**src/rtl/srf_pkg.sv**
```systemverilog
package srf_pkg;
   typedef struct packed {
      logic valid;
      logic ack;
   } ack_dec_t;

   localparam logic LVL_HELD     = 1'b0;
   localparam logic LVL_RELEASED = 1'b1;
endpackage

```
**src/rtl/srf_sync.sv**
```systemverilog
module srf_sync #(
   parameter int unsigned STAGES = 2
) (
   input  logic clk_i,
   input  logic arst_n_i,
   input  logic d_i,
   output logic q_o
);
   if (STAGES < 2) begin : g_bad
      $error("srf_sync: STAGES must be at least 2");
   end

   logic [STAGES-1:0] stg_q;

   always_ff @(posedge clk_i or negedge arst_n_i) begin
      if (!arst_n_i) stg_q <= '0;
      else           stg_q <= {stg_q[STAGES-2:0], d_i};
   end

   assign q_o = stg_q[STAGES-1];
endmodule

```
**src/rtl/srf_window.sv**
```systemverilog
module srf_window #(
   parameter int unsigned DEPTH = 3
) (
   input  logic             clk_i,
   input  logic             arst_n_i,
   input  logic             smp_en_i,
   input  logic             d_i,
   output logic [DEPTH-1:0] win_o,
   output logic             all_lo_o,
   output logic             all_hi_o
);
   if (DEPTH < 2) begin : g_bad
      $error("srf_window: DEPTH must be at least 2");
   end

   logic [DEPTH-1:0] win_q;

   always_ff @(posedge clk_i or negedge arst_n_i) begin
      if (!arst_n_i)     win_q <= '0;
      else if (smp_en_i) win_q <= {win_q[DEPTH-2:0], d_i};
   end

   // per-stage agreement chain built stage by stage
   logic [DEPTH-1:0] lo_chain, hi_chain;
   for (genvar g = 0; g < DEPTH; g++) begin : g_agree
      if (g == 0) begin : g_head
         assign lo_chain[g] = ~win_q[g];
         assign hi_chain[g] =  win_q[g];
      end else begin : g_tail
         assign lo_chain[g] = lo_chain[g-1] & ~win_q[g];
         assign hi_chain[g] = hi_chain[g-1] &  win_q[g];
      end
   end

   assign win_o    = win_q;
   assign all_lo_o = lo_chain[DEPTH-1];
   assign all_hi_o = hi_chain[DEPTH-1];
endmodule

```
**src/rtl/srf_level.sv**
```systemverilog
module srf_level (
   input  logic clk_i,
   input  logic arst_n_i,
   input  logic all_lo_i,
   input  logic all_hi_i,
   output logic lvl_o,
   output logic rise_o
);
   import srf_pkg::*;

   logic lvl_q, lvl_d, rise_q;

   always_comb begin
      lvl_d = lvl_q;
      if (all_hi_i)      lvl_d = LVL_RELEASED;
      else if (all_lo_i) lvl_d = LVL_HELD;
   end

   always_ff @(posedge clk_i or negedge arst_n_i) begin
      if (!arst_n_i) begin
         lvl_q  <= LVL_HELD;
         rise_q <= 1'b0;
      end else begin
         lvl_q  <= lvl_d;
         rise_q <= lvl_d & ~lvl_q;
      end
   end

   assign lvl_o  = lvl_q;
   assign rise_o = rise_q;
endmodule

```
**src/rtl/srf_ackgate.sv**
```systemverilog
module srf_ackgate (
   input  logic clk_i,
   input  logic arst_n_i,
   input  logic slot_i,
   input  logic first_i,
   input  logic permit_i,
   output logic valid_o,
   output logic ack_o
);
   import srf_pkg::*;

   ack_dec_t dec_q, dec_d;

   always_comb begin
      dec_d.valid = slot_i;
      dec_d.ack   = slot_i & (first_i | permit_i);
   end

   always_ff @(posedge clk_i or negedge arst_n_i) begin
      if (!arst_n_i) dec_q <= '0;
      else           dec_q <= dec_d;
   end

   assign valid_o = dec_q.valid;
   assign ack_o   = dec_q.ack;
endmodule

```
**src/rtl/slow_reset_filter.sv**
```systemverilog
module slow_reset_filter #(
   parameter int unsigned SYNC_STAGES = 2,
   parameter int unsigned WIN_DEPTH   = 3
) (
   input  logic clk_i,
   input  logic por_n_i,
   input  logic smp_tick_i,
   input  logic rst_pin_n_i,
   input  logic ack_slot_i,
   input  logic ack_first_i,
   output logic filt_rst_n_o,
   output logic wr_permit_o,
   output logic rd_mode_enter_o,
   output logic ack_valid_o,
   output logic ack_o
);
   logic                 pin_sync;
   logic [WIN_DEPTH-1:0] win_q;
   logic                 all_lo, all_hi;
   logic                 lvl;

   srf_sync #(.STAGES(SYNC_STAGES)) u_sync (
      .clk_i   (clk_i),
      .arst_n_i(por_n_i),
      .d_i     (rst_pin_n_i),
      .q_o     (pin_sync)
   );

   srf_window #(.DEPTH(WIN_DEPTH)) u_win (
      .clk_i   (clk_i),
      .arst_n_i(por_n_i),
      .smp_en_i(smp_tick_i),
      .d_i     (pin_sync),
      .win_o   (win_q),
      .all_lo_o(all_lo),
      .all_hi_o(all_hi)
   );

   srf_level u_lvl (
      .clk_i   (clk_i),
      .arst_n_i(por_n_i),
      .all_lo_i(all_lo),
      .all_hi_i(all_hi),
      .lvl_o   (lvl),
      .rise_o  (rd_mode_enter_o)
   );

   srf_ackgate u_ack (
      .clk_i   (clk_i),
      .arst_n_i(por_n_i),
      .slot_i  (ack_slot_i),
      .first_i (ack_first_i),
      .permit_i(lvl),
      .valid_o (ack_valid_o),
      .ack_o   (ack_o)
   );

   assign filt_rst_n_o = lvl;
   assign wr_permit_o  = lvl;
endmodule

```
**config.mk**
```make
export PLATFORM = sky130hd
export DESIGN_NAME = slow_reset_filter
export DESIGN_NICKNAME = d
export VERILOG_FILES = /design/src/rtl/srf_pkg.sv /design/src/rtl/srf_sync.sv /design/src/rtl/srf_window.sv /design/src/rtl/srf_level.sv /design/src/rtl/srf_ackgate.sv /design/src/rtl/slow_reset_filter.sv
export SDC_FILE = /design/constraint.sdc
export NUM_CORES = 1
export LEC_CHECK = 0
export ABC_AREA = 0
export BUFFER_PORTS_ARGS = -buffer_cell sky130_fd_sc_hd__buf_2
export CAP_MARGIN = 0
export CORE_AREA = 2 2 39 41
export DETAILED_ROUTE_END_ITERATION = 7
export DIE_AREA = 0 0 41 43
export PLACE_DENSITY_LB_ADDON = 0.08
export SLEW_MARGIN = 15
export SYNTH_ARGS = -nofsm -noshare
export SYNTH_HDL_FRONTEND = slang
export SYNTH_SLANG_ARGS = --single-unit
```
**constraint.sdc**
```tcl
create_clock -name clk_i -period 1.5 [get_ports clk_i]
set_input_delay 0 -clock clk_i [delete_from_list [all_inputs] [get_ports clk_i]]
set_output_delay 0 -clock clk_i [all_outputs]
set_load 0.005 [all_outputs]
```
==> results.toml <==
[clocking]
postCtsSetupBuffers = 0
numClockSinks = 9
cts_buffer_depth = 2
numCtsBuffers = 3
clk_pin_slew_ns = 0.06
cts_tree = "yes"
root_buffer = "clkbuf_4"
clk_latency_ns = 0.25
hold_buffers = 5
post_cts.resized_instances = 0
htree_num_levels = 1

[drt]
wl_per_cell_um = 9.618
vias = 214
totalWireLength_um = 529
viasPerCell = 3.891
drt_iter0_markers = 6
ant_nets = 0
post-route-drc-count = 0
first_pass_iters = 2

[synth]
synth_edf_count = 0
ys_top_cells_by_count = "dfrtp_1 (9), mux2_4 (2), nand2_1 (2), o21ai_1 (2)"
ys_types = 10
synth_area_per_cell_um2 = 14.60
yosysWarningCount = 0
async_flop_share = 1.000
ys_seq_area_frac = 0.7347
yosys-top-cells-area = "dfrtp_1 (73%), mux2_4 (9.8%), o21ai_1 (3.3%), buf_4 (2.4%), nand2_1 (2.4%)"
syn_nets = 27
yosys.area.top_type = "dfrtp_1"
synth_seq_cells = 9
synth_flop_cell = "dfrtp_1"
synth_most_common_cell = "dfrtp_1"
synthCells = 21
synth_top_area_share = 0.7347
syn_area_um2 = 306.5

[setup_path]
cp_max_fo = 4
path_buf_inv = 2
r2r_setup_slack_ns = 0.69
crit_path_start = "smp_tick_i"
worst_r2r_path_depth = 1
critPathTopFamily = "buffers and inverters"
arrival_ns = 0.98
worst-setup-path-type = "in2reg"
worstSetupStartpointType = "input port"
cp_num_cells = 3
cpMaxStageDelayCell = "dlygate4sd3_1"
crit_end = "u_win.win_o[2]"
reg2reg_from = "u_win.win_o[0]"
rr_endpoint = "u_win.win_o[0]"
path_cells = "dlygate4sd3_1 -> buf_2 -> mux2_4"
worstPathRequired_ns = 1.64
max_stage_delay_ns = 0.53
end_kind = "register"

[cells_and_area]
antenna_cells = 0
utilization = 0.3219
drive_above_1_share = 0.3846
syn_to_final_growth_pct = 45.31
nNetsFinal = 46
final_cell_area_um2 = 445.4

[sta]
clock.fmax_mhz = 1192
skew_ns = 0.0008229
tns_ns = 0
tightest_slew_ns = 0.1986
slew_headroom = 0.8676
finalMaxSlewViolations = 0
fin_crit_sh = 0.5591
fin_crit_ns = 0.8387
hold_viol = 0
rsz0062_at_grt = "no"
final-setup-viol-count = 0

[placement]
gp_congestion = 0.6891
port_buffers = 10
hpwlAfterDp_um = 406.3
placed_area_um2 = 369.1

[floorplan]
dieArea_mm2 = 0.001763
die_x_um = 41
coreArea_mm2 = 0.001384
die_h_um = 43
io_pins = 11
start_util = 0.2215
fp-row-count = 14

[global_route]
antenna_found_initial = 0
grt_pass1_wl_um = 938
grt_max_degree = 10
grt-ovfl-total = 0
first_global_vias = 214
grt.total_usage = 0.08841

[flow_run]
drv_cap = 0

[power_and_ir_drop]
ir_drop_mv = 0.4333
p_leak_nw = 0.2194
p_per_area_mw_per_mm2 = 1312

[run_status]
status = "finished, final reports clean"

[worst_hold_path]
hold_class = "in2async"
-- cell usage in the layout (no fill, tap or decap) --
master / Yosys / final
nor3_1: 1 / 1
o21ai_1: 2 / 2
o21ai_0: 1 / 1
buf_2: 0 / 10
nand2_1: 2 / 2
clkbuf_1: 0 / 1
clkbuf_4: 0 / 3
dlygate4sd3_1: 0 / 5
a21oi_1: 1 / 1
dfrtp_1: 9 / 9
o21a_1: 1 / 1
inv_1: 1 / 1
mux2_4: 2 / 2
-- metal layers --
metal,track usage,part of all wire,up-vias
met3,0.04712,0.098,0
met1,0.1037,0.44,97
li1,-,-,107
met4,0.08000,0,0
met2,0.1094,0.46,10
met5,0,0,-
-- cell type report --
class                   instances  area, um^2
fillers                       148       938.4
flip-flops and latches          9       225.2
repair buffers                 15       100.1
multi-input cells              10       70.07
clock buffers                   4       26.28
well taps                      16       20.02
inverters                       1       3.754
-- registers in the layout, summed over array words and instances (netlist names) --
signal,count
u_lvl.rise_o,1
u_sync.stg_q,2
u_lvl.lvl_o,1
u_win.win_o,3
u_ack.valid_o,1
u_ack.ack_o,1
-- worst min-delay path by stage --
stage | startpoint | end | slack [ns]
global placement | por_n_i | u_ack.ack_o | -0.14
floorplan | por_n_i | u_ack.ack_o | -0.30
CTS | por_n_i | u_ack.ack_o | 0.12
finish | por_n_i | u_lvl.lvl_o | 0.13
global route | por_n_i | u_ack.ack_o | 0.14
detailed placement | por_n_i | u_lvl.lvl_o | -0.14
-- metrics by stage --
stage | setup slack (ns) | instances | total power [mW] | hold slack, ns
3_3_place_gp | 0.7144 | 46 | 0.4025 | -0.1406
5_1_grt | 0.6197 | 55 | 0.6383 | 0.1374
2_1_floorplan | 0.7292 | 21 | 0.3641 | -0.2956
3_5_place_dp | 0.7018 | 46 | 0.4018 | -0.1392
6_report | 0.6613 | 55 | 0.5842 | 0.1261
4_1_cts | 0.6661 | 55 | 0.5995 | 0.1215
-- report_power, final --
part	switching, mW	leakage (nW)	internal, mW
sequential	0.0297	0.109	0.277
clock	0.0770	0.0150	0.102
combinational	0.0402	0.0953	0.0588
total	0.147	0.219	0.437
-- cell families (layout without fill, tap and decap cells) --
group,after synthesis,after routing,synth area share
buffers and inverters,2,20,0.03673
AND/OR/NAND/NOR,3,3,0.04081
multiplexers,2,2,0.09796
flip-flops,9,9,0.7347
AO/OA/AOI/OAI,5,5,0.08978
(Power assumes the default switching activity.)
